<file path="src/rtl/i2cdac_pkg.sv">
package i2cdac_pkg;

    typedef enum logic [3:0] {
        ST_IDLE,
        ST_DEV,
        ST_DEV_ACK,
        ST_PTR,
        ST_PTR_ACK,
        ST_WDATA,
        ST_WDATA_ACK,
        ST_RDATA,
        ST_RDATA_ACK,
        ST_IGNORE
    } tgt_state_e;

endpackage

</file>
<file path="src/rtl/i2cdac_linesync.sv">
module i2cdac_linesync #(
    parameter int STAGES = 2
) (
    input  logic clk,
    input  logic rst_n,
    input  logic scl_in,
    input  logic sda_in,
    output logic scl_hi,
    output logic sda_s,
    output logic scl_rise,
    output logic scl_fall,
    output logic start_det,
    output logic stop_det
);
    logic [STAGES:0] scl_pipe;
    logic [STAGES:0] sda_pipe;

    always_ff @(posedge clk or negedge rst_n) begin
        if (!rst_n) begin
            scl_pipe <= '1;
            sda_pipe <= '1;
        end else begin
            scl_pipe <= {scl_pipe[STAGES-1:0], scl_in};
            sda_pipe <= {sda_pipe[STAGES-1:0], sda_in};
        end
    end

    assign scl_hi    = scl_pipe[STAGES-1];
    assign sda_s     = sda_pipe[STAGES-1];
    assign scl_rise  = scl_pipe[STAGES-1] & ~scl_pipe[STAGES];
    assign scl_fall  = ~scl_pipe[STAGES-1] & scl_pipe[STAGES];
    assign start_det = scl_pipe[STAGES-1] & scl_pipe[STAGES] & sda_pipe[STAGES] & ~sda_pipe[STAGES-1];
    assign stop_det  = scl_pipe[STAGES-1] & scl_pipe[STAGES] & ~sda_pipe[STAGES] & sda_pipe[STAGES-1];

endmodule

</file>
<file path="src/rtl/i2cdac_regbank.sv">
module i2cdac_regbank #(
    parameter int NUM_DAC = 20,
    parameter int CODE_W  = 10,
    parameter int PW      = 5
) (
    input  logic                      clk,
    input  logic                      rst_n,
    input  logic                      code_we,
    input  logic [PW-1:0]             code_idx,
    input  logic [CODE_W-1:0]         code_wdata,
    input  logic                      lock_we,
    input  logic                      lock_wdata,
    input  logic [PW-1:0]             rd_idx,
    output logic [NUM_DAC*CODE_W-1:0] codes_flat,
    output logic                      lock_q,
    output logic [7:0]                rd_msb,
    output logic [7:0]                rd_lsb
);
    localparam logic [PW-1:0] LOCK_P = PW'(NUM_DAC);

    logic [CODE_W-1:0] codes_q [NUM_DAC];
    logic [15:0]       rd_word;

    for (genvar g = 0; g < NUM_DAC; g++) begin : g_reg
        always_ff @(posedge clk or negedge rst_n) begin
            if (!rst_n)
                codes_q[g] <= '0;
            else if (code_we && code_idx == PW'(g))
                codes_q[g] <= code_wdata;
        end
        assign codes_flat[g*CODE_W +: CODE_W] = codes_q[g];
    end

    always_ff @(posedge clk or negedge rst_n) begin
        if (!rst_n)
            lock_q <= 1'b0;
        else if (lock_we)
            lock_q <= lock_wdata;
    end

    always_comb begin
        if (rd_idx < LOCK_P)
            rd_word = {{(16-CODE_W){1'b0}}, codes_q[rd_idx]};
        else
            rd_word = {15'd0, lock_q};
    end
    assign rd_msb = rd_word[15:8];
    assign rd_lsb = rd_word[7:0];


    codes_hold_chk: assert property (@(posedge clk) disable iff (!rst_n)
        !$stable(codes_flat) |-> $past(code_we));


    lock_freeze_chk: assert property (@(posedge clk) disable iff (!rst_n)
        $past(lock_q) |-> $stable(codes_flat));

endmodule

</file>
<file path="src/rtl/i2cdac_ctrl.sv">
module i2cdac_ctrl
    import i2cdac_pkg::*;
#(
    parameter logic [6:0] DEV_ADDR = 7'h4C,
    parameter int         NUM_DAC  = 20,
    parameter int         CODE_W   = 10
) (
    input  logic                      clk,
    input  logic                      rst_n,
    input  logic                      scl_i,
    input  logic                      sda_i,
    output logic                      sda_oe,
    output logic [NUM_DAC*CODE_W-1:0] dac_codes,
    output logic                      wr_lock
);
    localparam int            PW     = $clog2(NUM_DAC + 1);
    localparam logic [PW-1:0] LOCK_P = PW'(NUM_DAC);
    localparam logic [PW-1:0] LAST_P = PW'(NUM_DAC - 1);

    tgt_state_e state_q, state_d;

    logic          scl_hi, sda_s, scl_rise, scl_fall, start_det, stop_det;
    logic [3:0]    bit_cnt;
    logic [7:0]    shreg, tx_q, msb_q;
    logic [PW-1:0] ptr_q;
    logic          half_q, drop_q, rw_q, host_ack_q;
    logic          byte_done, dev_hit, ptr_ok, pair_end, pair_ok;
    logic          code_we, lock_we;
    logic [7:0]    rd_msb, rd_lsb;

    i2cdac_linesync #(.STAGES(2)) u_sync (
        .clk(clk), .rst_n(rst_n), .scl_in(scl_i), .sda_in(sda_i),
        .scl_hi(scl_hi), .sda_s(sda_s), .scl_rise(scl_rise), .scl_fall(scl_fall),
        .start_det(start_det), .stop_det(stop_det)
    );

    assign byte_done = scl_fall && (bit_cnt == 4'd8);
    assign dev_hit   = (shreg[7:1] == DEV_ADDR);
    assign ptr_ok    = (shreg[7:PW] == '0) && (shreg[PW-1:0] <= LOCK_P);
    assign pair_end  = (state_q == ST_WDATA) && byte_done && half_q;
    assign pair_ok   = (msb_q[7:6] != 2'b01) && !drop_q;
    assign code_we   = pair_end && pair_ok && (ptr_q != LOCK_P) && !wr_lock;
    assign lock_we   = pair_end && pair_ok && (ptr_q == LOCK_P);

    i2cdac_regbank #(.NUM_DAC(NUM_DAC), .CODE_W(CODE_W), .PW(PW)) u_bank (
        .clk(clk), .rst_n(rst_n),
        .code_we(code_we), .code_idx(ptr_q), .code_wdata(CODE_W'({msb_q, shreg})),
        .lock_we(lock_we), .lock_wdata(shreg[0]),
        .rd_idx(ptr_q), .codes_flat(dac_codes), .lock_q(wr_lock),
        .rd_msb(rd_msb), .rd_lsb(rd_lsb)
    );

    // next-state logic
    always_comb begin
        state_d = state_q;
        if (stop_det)
            state_d = ST_IDLE;
        else if (start_det)
            state_d = ST_DEV;
        else begin
            unique case (state_q)
                ST_IDLE, ST_IGNORE: state_d = state_q;
                ST_DEV:       if (byte_done) state_d = dev_hit ? ST_DEV_ACK : ST_IGNORE;
                ST_DEV_ACK:   if (scl_fall)  state_d = rw_q ? ST_RDATA : ST_PTR;
                ST_PTR:       if (byte_done) state_d = ptr_ok ? ST_PTR_ACK : ST_IGNORE;
                ST_PTR_ACK:   if (scl_fall)  state_d = ST_WDATA;
                ST_WDATA:     if (byte_done) state_d = ST_WDATA_ACK;
                ST_WDATA_ACK: if (scl_fall)  state_d = ST_WDATA;
                ST_RDATA:     if (scl_fall && bit_cnt == 4'd7) state_d = ST_RDATA_ACK;
                ST_RDATA_ACK: if (scl_fall)  state_d = host_ack_q ? ST_RDATA : ST_IGNORE;
                default:      state_d = ST_IDLE;
            endcase
        end
    end

    // state register
    always_ff @(posedge clk or negedge rst_n) begin
        if (!rst_n) state_q <= ST_IDLE;
        else        state_q <= state_d;
    end

    // outputs and datapath
    always_ff @(posedge clk or negedge rst_n) begin
        if (!rst_n) begin
            bit_cnt    <= '0;
            shreg      <= '0;
            tx_q       <= '0;
            msb_q      <= '0;
            ptr_q      <= '0;
            half_q     <= 1'b0;
            drop_q     <= 1'b0;
            rw_q       <= 1'b0;
            host_ack_q <= 1'b0;
            sda_oe     <= 1'b0;
        end else if (start_det || stop_det) begin
            bit_cnt <= '0;
            half_q  <= 1'b0;
            sda_oe  <= 1'b0;
        end else begin
            if (scl_rise && (state_q == ST_DEV || state_q == ST_PTR || state_q == ST_WDATA)) begin
                shreg   <= {shreg[6:0], sda_s};
                bit_cnt <= bit_cnt + 4'd1;
            end
            unique case (state_q)
                ST_DEV: if (byte_done) begin
                    bit_cnt <= '0;
                    rw_q    <= shreg[0];
                    sda_oe  <= dev_hit;
                end
                ST_DEV_ACK: if (scl_fall) begin
                    bit_cnt <= '0;
                    half_q  <= 1'b0;
                    sda_oe  <= rw_q && !rd_msb[7];
                    tx_q    <= {rd_msb[6:0], 1'b0};
                end
                ST_PTR: if (byte_done) begin
                    bit_cnt <= '0;
                    sda_oe  <= ptr_ok;
                    if (ptr_ok) begin
                        ptr_q  <= shreg[PW-1:0];
                        drop_q <= 1'b0;
                        half_q <= 1'b0;
                    end
                end
                ST_PTR_ACK, ST_WDATA_ACK: if (scl_fall) sda_oe <= 1'b0;
                ST_WDATA: if (byte_done) begin
                    bit_cnt <= '0;
                    sda_oe  <= 1'b1;
                    if (!half_q) begin
                        msb_q  <= shreg;
                        half_q <= 1'b1;
                    end else begin
                        half_q <= 1'b0;
                        if (ptr_q >= LAST_P) drop_q <= 1'b1;
                        else                 ptr_q  <= ptr_q + 1'b1;
                    end
                end
                ST_RDATA: if (scl_fall) begin
                    if (bit_cnt == 4'd7) begin
                        bit_cnt <= '0;
                        sda_oe  <= 1'b0;
                    end else begin
                        bit_cnt <= bit_cnt + 4'd1;
                        sda_oe  <= !tx_q[7];
                        tx_q    <= {tx_q[6:0], 1'b0};
                    end
                end
                ST_RDATA_ACK: begin
                    if (scl_rise) begin
                        host_ack_q <= !sda_s;
                        if (half_q && !sda_s && ptr_q < LOCK_P) ptr_q <= ptr_q + 1'b1;
                    end
                    if (scl_fall && host_ack_q) begin
                        half_q <= !half_q;
                        sda_oe <= half_q ? !rd_msb[7] : !rd_lsb[7];
                        tx_q   <= half_q ? {rd_msb[6:0], 1'b0} : {rd_lsb[6:0], 1'b0};
                    end
                end
                default: ;
            endcase
        end
    end


    sda_quiet_hi_chk: assert property (@(posedge clk) disable iff (!rst_n)
        (scl_hi && $past(scl_hi) && !$past(start_det) && !$past(stop_det)) |-> $stable(sda_oe));


    ptr_range_chk: assert property (@(posedge clk) disable iff (!rst_n)
        ptr_q <= LOCK_P);


    released_chk: assert property (@(posedge clk) disable iff (!rst_n)
        (state_q == ST_IDLE || state_q == ST_IGNORE) |-> !sda_oe);


    lock_only_at_top_chk: assert property (@(posedge clk) disable iff (!rst_n)
        (wr_lock != $past(wr_lock)) |-> $past(ptr_q == LOCK_P));

endmodule

</file>
<file path="config.mk">
export PLATFORM = sky130hd
export DESIGN_NAME = i2cdac_ctrl
export DESIGN_NICKNAME = d
export VERILOG_FILES = /design/src/rtl/i2cdac_pkg.sv /design/src/rtl/i2cdac_linesync.sv /design/src/rtl/i2cdac_regbank.sv /design/src/rtl/i2cdac_ctrl.sv
export SDC_FILE = /design/constraint.sdc
export NUM_CORES = 1
export LEC_CHECK = 0
export ABC_AREA = 1
export BUFFER_PORTS_ARGS = -buffer_cell sky130_fd_sc_hd__clkbuf_2
export CORE_AREA = 2 2 167 169
export DETAILED_ROUTE_END_ITERATION = 8
export DIE_AREA = 0 0 169 171
export PLACE_DENSITY = 0.65
export SYNTH_ARGS = -nofsm -noshare
export SYNTH_HDL_FRONTEND = slang
export SYNTH_SLANG_ARGS = --single-unit
export TNS_END_PERCENT = 50
</file>
<file path="constraint.sdc">
create_clock -name clk -period 3.9 [get_ports clk]
set_input_delay 0.195 -clock clk [delete_from_list [all_inputs] [get_ports clk]]
set_output_delay 0.195 -clock clk [all_outputs]
set_load 0.01 [all_outputs]
</file>
==> results.md <==
* Synth cell types at 43
* Placed Area at about 13,000 µm²
* Slew Limit Fails at 0
* DIE WIDTH at ~170 µm
* Ant diodes at 0
* Maxcap violations at 0
* Final Power at between 6 and 7 mW
* Largest family of logic cells by synthesized area: simple AND/OR/NAND/NOR gates
* Setup ws final at 618.8 ps
* Syn Nets at ~1.5k
* Area grow syn2layout at 16.38%
* Clock skew at about 13 ps
* Post-CTS sizing at 0
* Antenna Nets Post-Route at 0
* Xor and xnor area share after synthesis at 0.002185
* Slew HR at 0.2877
* Final Core Density at 0.5122
* Residual DRC at 0
* Nets at approximately 1.7k
* Fmax at 304.8 MHz
* Num CTS Buffers at 26
* Min-delay src: scl_i
* Die area at roughly 29,000 µm²
* Synth Flop Type: dfrtp_1
* Via count of the routed design at between 10k and 15k
* Post-Synth Adder-Cell Area at 0.007283
* Status: finished clean
* Global placement routability congestion at 0.8995
* Crit path arrival time at between 3000 and 4000 ps
* Final worst path period share at 0.8413
* Initial Utilization at 0.4402
* Peak VDD IR at roughly 320 µV
* RSZ-0062 raised after global routing: false
* Power Dens Cells at ~490 nW/µm²
* WHS Path Cells at 2
* Max FO, Critical Path at 47
* R2R depth at 7
* Hold path endpoint: u_sync.scl_pipe[0]$_DFF_PN1_
* Worst-path clk slew at approximately 60 ps
* Fin Setup TNS at 0 ps
* Post-synth EDFFs at 0
* Initial DRC Count at roughly 1.5k
* Min cycle time layout at ~3300 ps
* Worst Path Required at around 4300 ps
* DP Worst Slack at around 640 ps
* Simple logic cell fraction of the synthesized area at 0.2501
* First-pass GRT wire length at 59.53 mm
* Ys Warns at 0
* Final hold slack at 290.1 ps
* Reg2reg end: u_bank.codes_flat[83]$_DFFE_PN0P_
* Worst-Skew Late Latency at about 540 ps
* Critical path endpoint category: flip-flop
* IO Pins at between 200 and 250
* Fin area at around 14,000 µm²
* Number of synthesized register bits at 244
* Row count at 61
* Type of origin of the critical path: flip-flop
* Cells after Synth at between 1.5k and 2k
* GRT Residual Overflow at 0
* Avg Inst Size Synth at ~7.9 µm²
* CTS tree: yes
* Initial antenna violation count at 0
* CTS Root Cell: clkbuf_16
* Number of port buffers at 205
* HP Class: input pin to flip-flop
* Die height at around 170 µm
* Mux contribution to synthesized area at 0
* Mapped cell area at between 10,000 and 15,000 µm²
* Sequential area share after synthesis at 0.5083
* Largest net degree at the start of global routing at between 100 and 150
* FF-to-FF Start: ptr_q[0]$_DFFE_PN0P_
* Worst-Margin Slew at around 1100 ps
* Vias in the first global route at 10.36k
* Final wirelength at 37.96 mm
* Hpwl dp at 25.80 mm
* P_leak at 6.806 nW
* Core area at ~27,000 µm²
* CP Class: flip-flop to flip-flop
* Gr usage total at 0.2623
* Fin. Hold Viols at 0
* Ys async rst share at 1.000
* Longest Clk Path Bufs at 3
* R2R Setup Slk at 620 ps
* H-tree levels at 1
* Setup violators final at 0
* WL/cell at around 19 µm
* Non-Filler Instances at approximately 2k
* Drt first pass iters at 7
* Compound-Gate Fraction of Synth Area at 0.1625
* Layout cells sized above 1 at 0.1845
* Post-DR vias/cell at between 5 and 6
* Clock sinks at 244
* Placed Cells incl. Taps at 1,977
==> where the power goes <==
| group | leakage [nW] | switching (mW) | total [mW] | internal (mW) |
|---|---|---|---|---|
| logic | 3.02 | 1.23 | 1.65 | 0.426 |
| clock network | 0.411 | 1.04 | 2.50 | 1.47 |
| registers | 3.38 | 0.131 | 2.74 | 2.61 |
| total | 6.81 | 2.39 | 6.89 | 4.50 |
==> cells in the final DEF, fill, tap and decap left out, types with 7 or more instances in the layout <==
cell type,instances
nand4_1,15
clkbuf_16,27
inv_1,75
clkbuf_2,204
nand3_1,63
clkbuf_8,7
o22ai_1,11
clkbuf_1,8
o21ai_1,83
a21oi_1,22
ha_1,7
dfrtp_1,236
buf_4,16
o21ai_2,13
nor3_1,8
nor2_1,145
nand2_1,445
o21ai_0,233
==> cells by family after synthesis <==
| logic type | count (synthesis) |
|---|---|
| adders and majority gates | 7 |
| DFF | 244 |
| buffers and inverters | 186 |
| xor gates and xnor gates | 3 |
| and+or+nand+nor | 702 |
| AOI/OAI and AO/OA | 372 |
==> synthesized netlist by cell type (3+ instances only) <==
cell | n | area, µm²
a21oi_1 | 22 | 110.1
buf_1 | 4 | 15.01
buf_2 | 19 | 95.09
buf_6 | 13 | 146.4
clkbuf_1 | 67 | 251.5
dfrtp_1 | 238 | 5956
dfstp_2 | 6 | 157.7
ha_1 | 7 | 87.58
inv_1 | 75 | 281.5
inv_2 | 4 | 15.01
nand2_1 | 445 | 1670
nand2_2 | 3 | 18.77
nand3_1 | 63 | 315.3
nand3_2 | 4 | 40.04
nand4_1 | 15 | 93.84
nand4_4 | 6 | 127.6
nor2_1 | 145 | 544.3
nor3_1 | 8 | 40.04
o21ai_0 | 233 | 1166
o21ai_1 | 83 | 415.4
o21ai_2 | 13 | 113.9
o221ai_1 | 4 | 35.03
o22ai_1 | 11 | 68.82
==> routing by layer <==
metal / routed length (µm) / GRT usage
met4: 914 / 0.06912
met3: 2873 / 0.04488
met2: 17330 / 0.4189
met5: 0 / 0
met1: 16840 / 0.3719
==> area by class of cell <==
class / instances / area (µm²)
fillers: 2666 / 13330
flip-flops and latches: 244 / 6118
multi-input cells: 1084 / 5076
repair buffers: 225 / 1206
clock buffers: 42 / 802.0
well taps: 346 / 432.9
inverters: 81 / 306.5
clock inverters: 4 / 53.80
==> registers in the layout, indices dropped and copies added (netlist names), 3 cells and up <==
| register | flops |
|---|---|
| u_sync.sda_pipe | 3 |
| u_sync.scl_pipe | 3 |
| bit_cnt | 4 |
| ptr_q | 5 |
| shreg | 8 |
| msb_q | 4 |
| state_q | 4 |
| tx_q | 7 |
| u_bank.codes_flat | 200 |
==> critical path, cell delays in order, from the launching register on <==
cell	delay [ps]
dfrtp_4	750
inv_2	100
ha_1	350
inv_1	140
nor3_2	70
nor3_4	510
nand4_1	790
o21ai_0	440
==> how the worst max path moves through the flow <==
stage,slack [ps],endpoint,start
6_report,620,u_bank.codes_flat[83]$_DFFE_PN0P_,ptr_q[0]$_DFFE_PN0P_
2_1_floorplan,1360,u_bank.codes_flat[10]$_DFFE_PN0P_,ptr_q[0]$_DFFE_PN0P_
4_1_cts,600,u_bank.codes_flat[83]$_DFFE_PN0P_,ptr_q[0]$_DFFE_PN0P_
3_5_place_dp,640,u_bank.codes_flat[83]$_DFFE_PN0P_,ptr_q[0]$_DFFE_PN0P_
5_1_grt,290,u_bank.codes_flat[82]$_DFFE_PN0P_,ptr_q[0]$_DFFE_PN0P_
3_3_place_gp,800,u_bank.codes_flat[80]$_DFFE_PN0P_,ptr_q[0]$_DFFE_PN0P_
==> what timing repair did <==
action / in CTS / in global routing
endpoints found under the hold margin: 119 / 0
hold buffers: 3 / 0
setup endpoints to repair: 0 / 0
buffers inserted: 0 / 0
Note: power is estimated with default switching activity, not from simulation.
